<file path="src/rtl/sdaq_pkg.sv">
package sdaq_pkg;

    parameter int ADDR_W = 16;
    parameter int DATA_W = 32;
    parameter int TAG_W  = 5;
    parameter int QDEPTH = 8;

    typedef logic [ADDR_W-1:0] addr_t;
    typedef logic [DATA_W-1:0] data_t;
    typedef logic [TAG_W-1:0]  tag_t;

    typedef struct packed {
        tag_t  tag;
        data_t data;
    } ld_result_t;

    localparam int LD_RESULT_W = $bits(ld_result_t);

    function automatic ld_result_t make_result(tag_t t, data_t d);
        ld_result_t r;
        r.tag  = t;
        r.data = d;
        return r;
    endfunction

endpackage

</file>
<file path="src/rtl/sdaq_fifo.sv">
module sdaq_fifo #(
    parameter int WIDTH = 8,
    parameter int DEPTH = 8
) (
    input  logic             clk,
    input  logic             rst,
    input  logic             push,
    input  logic [WIDTH-1:0] push_data,
    input  logic             pop,
    output logic [WIDTH-1:0] head,
    output logic             empty,
    output logic             full
);
    localparam int PW = (DEPTH > 1) ? $clog2(DEPTH) : 1;
    localparam int CW = $clog2(DEPTH + 1);

    logic [WIDTH-1:0] slots [DEPTH];
    logic [PW-1:0]    wr_ptr, rd_ptr;
    logic [CW-1:0]    count;

    function automatic logic [PW-1:0] bump(logic [PW-1:0] p);
        return (p == PW'(DEPTH - 1)) ? '0 : p + 1'b1;
    endfunction

    always_ff @(posedge clk) begin
        if (push) slots[wr_ptr] <= push_data;
    end

    always_ff @(posedge clk) begin
        if (rst) begin
            wr_ptr <= '0;
            rd_ptr <= '0;
            count  <= '0;
        end else begin
            if (push) wr_ptr <= bump(wr_ptr);
            if (pop)  rd_ptr <= bump(rd_ptr);
            case ({push, pop})
                2'b10:   count <= count + 1'b1;
                2'b01:   count <= count - 1'b1;
                default: count <= count;
            endcase
        end
    end

    assign head  = slots[rd_ptr];
    assign empty = (count == '0);
    assign full  = (count == CW'(DEPTH));

    AST_FIFO_NO_OVERFLOW: assert property (@(posedge clk) disable iff (rst)
        push |-> !full);
    AST_FIFO_NO_UNDERFLOW: assert property (@(posedge clk) disable iff (rst)
        pop |-> !empty);
    AST_FIFO_HEAD_HOLD: assert property (@(posedge clk) disable iff (rst)
        (!empty && !pop) |=> $stable(head));
    AST_FIFO_FILLS: assert property (@(posedge clk) disable iff (rst)
        (push && !pop) |=> !empty);

endmodule

</file>
<file path="src/rtl/sdaq_addr_cam.sv">
module sdaq_addr_cam
    import sdaq_pkg::*;
#(
    parameter int DEPTH = QDEPTH
) (
    input  logic  clk,
    input  logic  rst,
    input  logic  push,
    input  addr_t push_addr,
    input  logic  pop,
    input  addr_t probe_addr,
    output logic  probe_hit,
    output addr_t head_addr,
    output logic  empty,
    output logic  full
);
    localparam int PW = (DEPTH > 1) ? $clog2(DEPTH) : 1;
    localparam int CW = $clog2(DEPTH + 1);

    addr_t            addr_q [DEPTH];
    logic [DEPTH-1:0] live_q;
    logic [DEPTH-1:0] hit_vec;
    logic [PW-1:0]    wr_ptr, rd_ptr;
    logic [CW-1:0]    count;

    function automatic logic [PW-1:0] bump(logic [PW-1:0] p);
        return (p == PW'(DEPTH - 1)) ? '0 : p + 1'b1;
    endfunction

    always_ff @(posedge clk) begin
        if (push) addr_q[wr_ptr] <= push_addr;
    end

    always_ff @(posedge clk) begin
        if (rst) begin
            wr_ptr <= '0;
            rd_ptr <= '0;
            count  <= '0;
            live_q <= '0;
        end else begin
            if (pop) begin
                live_q[rd_ptr] <= 1'b0;
                rd_ptr         <= bump(rd_ptr);
            end
            if (push) begin
                live_q[wr_ptr] <= 1'b1;
                wr_ptr         <= bump(wr_ptr);
            end
            case ({push, pop})
                2'b10:   count <= count + 1'b1;
                2'b01:   count <= count - 1'b1;
                default: count <= count;
            endcase
        end
    end

    for (genvar g = 0; g < DEPTH; g++) begin : g_cmp
        assign hit_vec[g] = live_q[g] && (addr_q[g] == probe_addr);
    end

    assign probe_hit = |hit_vec;
    assign head_addr = addr_q[rd_ptr];
    assign empty     = (count == '0);
    assign full      = (count == CW'(DEPTH));

    AST_SAQ_NO_OVERFLOW: assert property (@(posedge clk) disable iff (rst)
        push |-> !full);
    AST_SAQ_LIVE_COUNT: assert property (@(posedge clk) disable iff (rst)
        $countones(live_q) == int'(count));
    AST_SAQ_HIT_NEEDS_ENTRY: assert property (@(posedge clk) disable iff (rst)
        probe_hit |-> !empty);

endmodule

</file>
<file path="src/rtl/store_disambig_queue.sv">
module store_disambig_queue
    import sdaq_pkg::*;
#(
    parameter int DEPTH = QDEPTH
) (
    input  logic              clk,
    input  logic              rst,
    input  logic              st_addr_valid,
    input  logic [ADDR_W-1:0] st_addr,
    output logic              st_addr_ready,
    input  logic              sd_valid,
    input  logic [DATA_W-1:0] sd_data,
    output logic              sd_ready,
    input  logic              ld_req_valid,
    input  logic [ADDR_W-1:0] ld_req_addr,
    input  logic [TAG_W-1:0]  ld_req_tag,
    output logic              ld_req_ready,
    output logic              mem_rd_en,
    output logic [ADDR_W-1:0] mem_rd_addr,
    input  logic [DATA_W-1:0] mem_rd_data,
    output logic              mem_wr_en,
    output logic [ADDR_W-1:0] mem_wr_addr,
    output logic [DATA_W-1:0] mem_wr_data,
    output logic              ld_out_valid,
    output logic [TAG_W-1:0]  ld_out_tag,
    output logic [DATA_W-1:0] ld_out_data,
    input  logic              ld_out_ready
);
    logic saq_push, saq_empty, saq_full, ld_hit;
    logic sdq_push, sdq_empty, sdq_full;
    logic ldq_push, ldq_pop, ldq_empty, ldq_full;
    logic st_commit, ld_fire;
    addr_t saq_head;
    logic [DATA_W-1:0]      sdq_head;
    logic [LD_RESULT_W-1:0] ldq_head;
    ld_result_t             ld_in, ld_head_s;

    // store side
    assign saq_push  = st_addr_valid && !saq_full;
    assign sdq_push  = sd_valid && !sdq_full;
    assign st_commit = !saq_empty && !sdq_empty;

    sdaq_addr_cam #(.DEPTH(DEPTH)) u_saq (
        .clk       (clk),
        .rst       (rst),
        .push      (saq_push),
        .push_addr (st_addr),
        .pop       (st_commit),
        .probe_addr(ld_req_addr),
        .probe_hit (ld_hit),
        .head_addr (saq_head),
        .empty     (saq_empty),
        .full      (saq_full)
    );

    sdaq_fifo #(.WIDTH(DATA_W), .DEPTH(DEPTH)) u_sdq (
        .clk      (clk),
        .rst      (rst),
        .push     (sdq_push),
        .push_data(sd_data),
        .pop      (st_commit),
        .head     (sdq_head),
        .empty    (sdq_empty),
        .full     (sdq_full)
    );

    // load side
    assign ld_fire  = ld_req_valid && !ld_hit && !ldq_full;
    assign ld_in    = make_result(ld_req_tag, mem_rd_data);
    assign ldq_push = ld_fire;
    assign ldq_pop  = !ldq_empty && ld_out_ready;

    sdaq_fifo #(.WIDTH(LD_RESULT_W), .DEPTH(DEPTH)) u_ldq (
        .clk      (clk),
        .rst      (rst),
        .push     (ldq_push),
        .push_data(ld_in),
        .pop      (ldq_pop),
        .head     (ldq_head),
        .empty    (ldq_empty),
        .full     (ldq_full)
    );

    assign ld_head_s = ld_result_t'(ldq_head);

    // outputs
    assign st_addr_ready = !saq_full;
    assign sd_ready      = !sdq_full;
    assign ld_req_ready  = !ld_hit && !ldq_full;
    assign mem_rd_en     = ld_fire;
    assign mem_rd_addr   = ld_req_addr;
    assign mem_wr_en     = st_commit;
    assign mem_wr_addr   = saq_head;
    assign mem_wr_data   = sdq_head;
    assign ld_out_valid  = !ldq_empty;
    assign ld_out_tag    = ld_head_s.tag;
    assign ld_out_data   = ld_head_s.data;

    AST_LOAD_SAFE: assert property (@(posedge clk) disable iff (rst)
        (mem_rd_en && mem_wr_en) |-> (mem_rd_addr != mem_wr_addr));
    AST_ACCEPT_READS: assert property (@(posedge clk) disable iff (rst)
        (ld_req_valid && ld_req_ready) |-> mem_rd_en);
    AST_RESULT_HOLD: assert property (@(posedge clk) disable iff (rst)
        (ld_out_valid && !ld_out_ready) |=> (ld_out_valid && $stable(ld_out_tag)
                                             && $stable(ld_out_data)));

endmodule

</file>
<file path="config.mk">
export PLATFORM = sky130hd
export DESIGN_NAME = store_disambig_queue
export DESIGN_NICKNAME = d
export VERILOG_FILES = /design/src/rtl/sdaq_pkg.sv /design/src/rtl/sdaq_fifo.sv /design/src/rtl/sdaq_addr_cam.sv /design/src/rtl/store_disambig_queue.sv
export SDC_FILE = /design/constraint.sdc
export NUM_CORES = 1
export LEC_CHECK = 0
export ABC_AREA = 1
export BUFFER_PORTS_ARGS = -buffer_cell sky130_fd_sc_hd__buf_2
export CAP_MARGIN = 20
export CORE_ASPECT_RATIO = 1.2
export CORE_MARGIN = 1.5
export CORE_UTILIZATION = 30
export CTS_BUF_LIST = sky130_fd_sc_hd__clkbuf_8
export DETAILED_ROUTE_END_ITERATION = 7
export GPL_TIMING_DRIVEN = 1
export PLACE_DENSITY_LB_ADDON = 0.08
export SYNTH_ARGS = -nofsm -noshare
export SYNTH_HDL_FRONTEND = slang
export SYNTH_HIERARCHICAL = 1
export SYNTH_SLANG_ARGS = --single-unit
</file>
<file path="constraint.sdc">
create_clock -name clk -period 10.5 [get_ports clk]
set_clock_uncertainty 0.2 [all_clocks]
set_input_delay 1.05 -clock clk [delete_from_list [all_inputs] [get_ports clk]]
set_output_delay 1.05 -clock clk [all_outputs]
set_load 0.01 [all_outputs]
</file>
==> Word level (Yosys, flattened, before mapping) <==
Memory sizes are Yosys's and may differ from the RTL's. A register that Yosys moved wholly into a read port is not among the register bits.
Index checks and enable logic that the tools add are counted.
W data, S select, Z words.
{ "word_totals": {"regBits": 38, "ram_bits": 680, "input_bits": 107, "output_inout_bits": 107, "word_cells": 114, "mem_count": 3} }
{ "classes": {"addsub": 12, "magnitude_cmp": 4, "n_eq_ne": 23, "n_mux": 28, "bitwise_logic": 3, "n_reduce_logical": 31} }
{ "mem_list": {"columns": ["memory", "depth", "width", "rd", "rd_clocked_by_memory_dff", "write_ports", "line_no", "text"], "rows": [
  ["u_ldq.slots", 8, 37, 1, 1, 1, "sdaq_fifo.sv:17", "logic [WIDTH-1:0] slots [DEPTH];"],
  ["u_sdq.slots", 8, 32, 1, 1, 1, "sdaq_fifo.sv:17", null],
  ["u_saq.addr_q", 8, 16, 9, 1, 1, "sdaq_addr_cam.sv:20", "addr_t addr_q [DEPTH];"]
]} }
{ "ops": {"columns": ["operator", "count"], "rows": [
  ["$eq A16 B16 Y1", 8],
  ["$mux W3", 12],
  ["$mux W8", 3],
  ["$pmux W4 S2", 3],
  ["$add A3 B1 Y3 const B", 6],
  ["$eq A3 B3 Y1 const B", 6],
  ["$logic_and A1 B1 Y1", 17],
  ["$add A4 B1 Y4 const B", 3],
  ["$eq A4 B4 Y1 const B", 3],
  ["$logic_not A4 Y1", 3],
  ["$sub A4 B1 Y4 const B", 3],
  ["$and A8 B8 Y8", 1],
  ["$lt A3 B4 Y1 const B", 2],
  ["$mux W1", 8],
  ["$not A8 Y8", 1],
  ["$or A8 B8 Y8", 1],
  ["$reduce_or A8 Y1", 1],
  ["$logic_not A1 Y1", 7],
  ["$demux W1 S3", 2],
  ["$eq A2 B1 Y1 const B", 3],
  ["$eq A2 B2 Y1 const B", 3],
  ["$ge A3 B1 Y1 const B", 2],
  ["$reduce_bool A2 Y1", 3]
]} }

==> Logic depth before layout (Yosys ltp) <==
{ "logic_depth": {"depth_word": 10, "mapped_depth": 25, "mapped_depth_nobuf": 24} }

==> By module <==
Netlist, hierarchy kept.
{ "by_module_without_submodules": {"columns": ["module", "n_inst", "cells_each", "area_per_inst_um2", "seq_area_each_um2"], "rows": [
  ["sdaq_fifo (u_ldq)", 1, 921, 12152.9, 9148.8],
  ["sdaq_fifo (u_sdq)", 1, 810, 10626.4, 7947.6],
  ["sdaq_addr_cam", 1, 970, 8042.7, 4264.1],
  ["store_disambig_queue", 1, 30, 175.2, 0.0]
]} }

==> Least setup slack after synthesis <==
Ideal clock, no wire load.
{ "synth_path": {"path_type": "input-to-reg", "start": "input port ld_req_addr[4]", "end": "memory u_ldq/slots[0][0] (netlist name) (enable)", "setup_time_ns": 0.431, "arrival_ns": 4.108, "required_ns": 9.869, "slack_ns": 5.760, "stages": 15, "n_path_buf": 1, "path_cell_list": "buf_4 inv_2 or2_0 o211ai_1 nor2_1 nand3_1 nand2_1 nor2_1 nand2_1 inv_1 nand2_1 nor2_2 inv_1 or2_2 nor2_1"} }
{ "synth_between": {"elab_chain_cells": 8, "word_cells_on_any_way": 22, "classes_between": "eq/ne (8); mux (2); reduce/logical (12)"} }
{ "synth_rtl": {"columns": ["element", "line_no", "text"], "rows": [
  ["start, declared", "store_disambig_queue.sv:15", "input logic [ADDR_W-1:0] ld_req_addr,"],
  ["$eq A16 B16 Y1", "sdaq_addr_cam.sv:58", "assign hit_vec[g] = live_q[g] && (addr_q[g] == probe_addr);"],
  ["$logic_and A1 B1 Y1", "sdaq_addr_cam.sv:58", null],
  ["$reduce_or A8 Y1 (*)", "sdaq_addr_cam.sv:61", "assign probe_hit = |hit_vec;"],
  ["net ld_hit", "store_disambig_queue.sv:29", "logic saq_push, saq_empty, saq_full, ld_hit;"],
  ["$logic_not A1 Y1 (*)", "store_disambig_queue.sv:68", "assign ld_fire = ld_req_valid && !ld_hit && !ldq_full;"],
  ["$logic_and A1 B1 Y1 (*) (2 in a row)", "store_disambig_queue.sv:68", null],
  ["net mem_rd_en", "store_disambig_queue.sv:18", "output logic mem_rd_en,"],
  ["$mux W1 (*)", "sdaq_fifo.sv:26", "if (push) slots[wr_ptr] <= push_data;"],
  ["$mux W1 (implied by the code) (*)", "sdaq_fifo.sv:26", null],
  ["end, declared", "sdaq_fifo.sv:17", null]
]} }
The timed path passes the listed nets; every way through them passes the cells marked *.

==> summary.md <==
| Metric | Value |
|---|---|
| Status | finished, final reports clean |
| Total power | 0.00853 W |
| Die H | 355 um |
| Comb pwr share | 0.294 |
| Largest net degree at the start of global routing | 106 |
| Area of the die | 105000 um2 |
| CP endpoint kind | primary output |
| Critical path arrival | 3.98 ns |
| Final wirelength | 89.4 mm |
| Crit path kind | reg -> out |
| Sequential power share | 0.421 |
| Slew margin rel. | 0.307 |
| Reg2reg path depth | 15 |
| Clk sinks | 727 |
| Crit-path slowest cell | dfxtp_4 |
| DRC | 0 |
| Max cap viols | 0 |
| Routed len/inst | 20.2 um |
| Clock latency on the worst-skew pair | 0.78 ns |
| Via count | 20700 |
| Buf/Inv on CP | 3 |
| Post-CTS sizing | 0 |
| GRT Residual Overflow | 0 |
| Post-CTS Setup Bufs | 0 |
| Die X | 296 um |
| Initial antenna violation count | 17 |
| Fraction of layout cells with a size suffix above 1 | 0.150 |
| PD cells | 239 nW/um2 |
| Worst min-delay path class | reg -> reg |
| Count of cell types in the netlist | 35 |
| CP most frequent cell | nand2_1 |
| # IOs | 214 |
| Post-synthesis cell area | 31000 um2 |
| Clock Tree Buf Depth | 3 |
| CTS tree | done |
| Final hold violation count | 0 |
| Filler cells | 10400 |
| Hold path cells | 2 |
| Worst R2R Setup Slack | 7.02 ns |
| Achievable Freq | 0.191 GHz |
| WHS Endpoint | u_saq/live_q[4] |
| Area Growth Syn to Fin | 15.1% |
| Antenna viol nets, final | 0 |
| Post-place setup slack | 5.92 ns |
| Effective utilization at floorplan | 0.301 |
| GPL Wtd Cong | 0.850 |
| Clk slew on worst S/H paths | 0.05 ns |
| Nets | 3089 |
| CP startpoint kind | flip-flop |
| FF+latch count, synth | 727 |
| Setup TNS | 0 ns |
| RSZ-0062 raised after global routing | false |
| Yosys warns | 6 |
| Iteration-0 DRC Markers | 1159 |
| Hold_buf cts | 0 |
| Sw Pwr | 0.00308 W |
| Peak supply drop | 0.000138 V |
| FF-to-FF End | u_ldq/slots[6][17] |
| Crit path cell chain | clkinv_2 -> buf_4 -> o21ai_0 -> o21ai_1 -> nand2_1 -> nand2_1 -> buf_2 |
| Syn_nets | 2860 |
| CTS Root Cell | clkbuf_8 |
| Pins Over Slew Limit | 0 |
| Power Internal | 0.00545 W |
| Period utilization | 0.498 |
| Pleak | 13.2 nW |
| H-tree depth | 4 |
| CORE AREA | 103000 um2 |
| Reg-to-Reg Start | u_saq/addr_q[1][7] |
| Actual slew at the worst max-slew pin | 1.04 ns |
| Top Family by Delay on Critical Path | buffers and inverters |
| EDFF count, synth | 680 |
| CP Max Fanout | 76 |
| Critical Path RT | 9.25 ns |
| Fin worst setup slack | 5.27 ns |
| Total track usage | 0.170 |
| DR vias/cell | 4.68 |
| Min-delay src | u_saq/live_q[4] |
| Port bufs | 213 |
| First-pass GRT wire length | 133 mm |
| Final min period | 5.23 ns |
| TritonCTS Buffers | 132 |
| Drt pass-1 iters | 5 |
| Net Sw Frac | 0.361 |
| FP Rows | 129 |
| Post-Syn Area per Cell | 11.4 um2 |
| Detailed Place HPWL | 52.2 mm |
| # setup viols final | 0 |
| Asr flop ratio synth | 0 |
| Post-Syn Instances | 2731 |
| Clk pwr share | 0.285 |
| Vias in the first global route | 21300 |
| Sequential area share after synthesis | 0.689 |
| Most used DFF post-synth | edfxtp_1 |
| Max stage delay on crit path | 0.94 ns |
| Final hold slack | 0.274 ns |
## metal layers
metal	GRT usage	part of all wire	vias to the layer above	wire length, um
met3	0.0432	0.053	187	4720
met2	0.283	0.48	483	43100
met5	0	0.0013	-	115
met4	0.0717	0.034	20	3020
met1	0.209	0.43	10100	38500
li1	-	-	9969	-
## logic make-up after synthesis
| kind of cell | Yosys count | share of synthesized area |
|---|---|---|
| AND/OR/NAND/NOR | 961 | 0.118 |
| flip-flops | 727 | 0.689 |
| AO/OA/AOI/OAI | 593 | 0.101 |
| buffers and inverters | 324 | 0.0506 |
| multiplexers | 69 | 0.0223 |
| XOR/XNOR | 35 | 0.00989 |
| adder cells (fa/ha/maj) | 22 | 0.00912 |
## worst max-delay path by stage
stage | start | end | slack (ns) | cells past startpoint
floorplan | ld_req_addr[4] | u_ldq/slots[0][0] | 5.76 | 15
global placement | flip-flop | ld_out_data[0] | 5.92 | 7
detailed placement | flip-flop | ld_out_data[12] | 5.92 | 7
CTS | flip-flop | ld_out_data[12] | 5.04 | 7
global route | flip-flop | ld_out_data[12] | 4.85 | 7
finish | flip-flop | ld_out_data[9] | 5.27 | 7
## cells in the mapped netlist (43+ instances only)
| cell | n | area, um2 |
|---|---|---|
| edfxtp_1 | 680 | 20400 |
| nand2_1 | 504 | 1890 |
| nor2_1 | 418 | 1570 |
| o21ai_0 | 341 | 1710 |
| inv_1 | 158 | 593 |
| mux2i_1 | 69 | 691 |
| a21oi_1 | 85 | 425 |
| buf_4 | 43 | 323 |
| clkbuf_1 | 45 | 169 |
| dfxtp_1 | 47 | 941 |
| o22ai_1 | 69 | 432 |
| o21ai_1 | 63 | 315 |
## sequential cells by signal (all words and copies together) (netlist names), named ones only
| name | cells |
|---|---|
| u_saq/rd_ptr | 3 |
| u_ldq/count | 4 |
| u_ldq/rd_ptr | 3 |
| u_ldq/slots | 296 |
| u_sdq/count | 4 |
| u_saq/count | 4 |
| u_saq/wr_ptr | 3 |
| u_sdq/wr_ptr | 3 |
| u_sdq/slots | 256 |
| u_saq/addr_q | 128 |
| u_ldq/wr_ptr | 3 |
| u_saq/live_q | 8 |
| u_sdq/rd_ptr | 3 |
## stage by stage
step | util | instance area (um2) | std cells
floorplan | - | 31000 | 2731
global placement | 0.324 | 33300 | 4200
detailed placement | 0.324 | 33300 | 4200
CTS | 0.347 | 35600 | 4428
global route | 0.347 | 35700 | 4432
finish | 0.347 | 35700 | 4433
## layout by cell type (no fill, tap or decap), types with 7 or more instances in the layout
cell / Yosys / routed
buf_2: 37 / 213
a211oi_1: 7 / 7
nor2_4: 0 / 17
o21ai_1: 63 / 63
nand3_1: 17 / 17
clkinv_1: 1 / 23
inv_1: 158 / 201
clkinv_2: 0 / 11
nand2_1: 504 / 504
nor2_2: 1 / 8
ha_1: 21 / 21
o21ai_0: 341 / 341
clkbuf_8: 0 / 138
o211ai_1: 10 / 10
dfxtp_1: 47 / 41
o22ai_1: 69 / 69
mux2i_1: 69 / 69
nor2_1: 418 / 394
a31oi_1: 16 / 16
inv_2: 11 / 12
xor2_1: 26 / 26
a21oi_1: 85 / 85
edfxtp_1: 680 / 680
nor3_1: 16 / 16
buf_4: 43 / 34
xnor2_1: 9 / 9
## final cells by class
class | instances | area, um2 | area share
repair buffers | 248 | 1350 | 0.0378
multi-input cells | 1680 | 8210 | 0.230
clock inverters | 90 | 463 | 0.0130
inverters | 171 | 646 | 0.0181
diodes | 4 | 10.0 | 0.000281
clock buffers | 138 | 1900 | 0.0532
well taps | 1375 | 1720 | 0.0482
flip-flops and latches | 727 | 21400 | 0.599
## worst min-delay path: cells and delay by family (launching register included)
kind / cells / cell delay, ns
DFF: 1 / 0.31
AOI/OAI and AO/OA: 2 / 0.12
## power groups by stage
stage / logic [W] / clock network [W] / registers [W]
after floorplan: 0.00172 / 0 / 0.00353
after global placement: 0.00253 / 0 / 0.00365
after detailed placement: 0.00256 / 0 / 0.00365
after CTS: 0.00257 / 0.00254 / 0.00360
after global routing: 0.00284 / 0.00265 / 0.00362
final: 0.00251 / 0.00243 / 0.00359
Power figures use the tool's default switching activity.
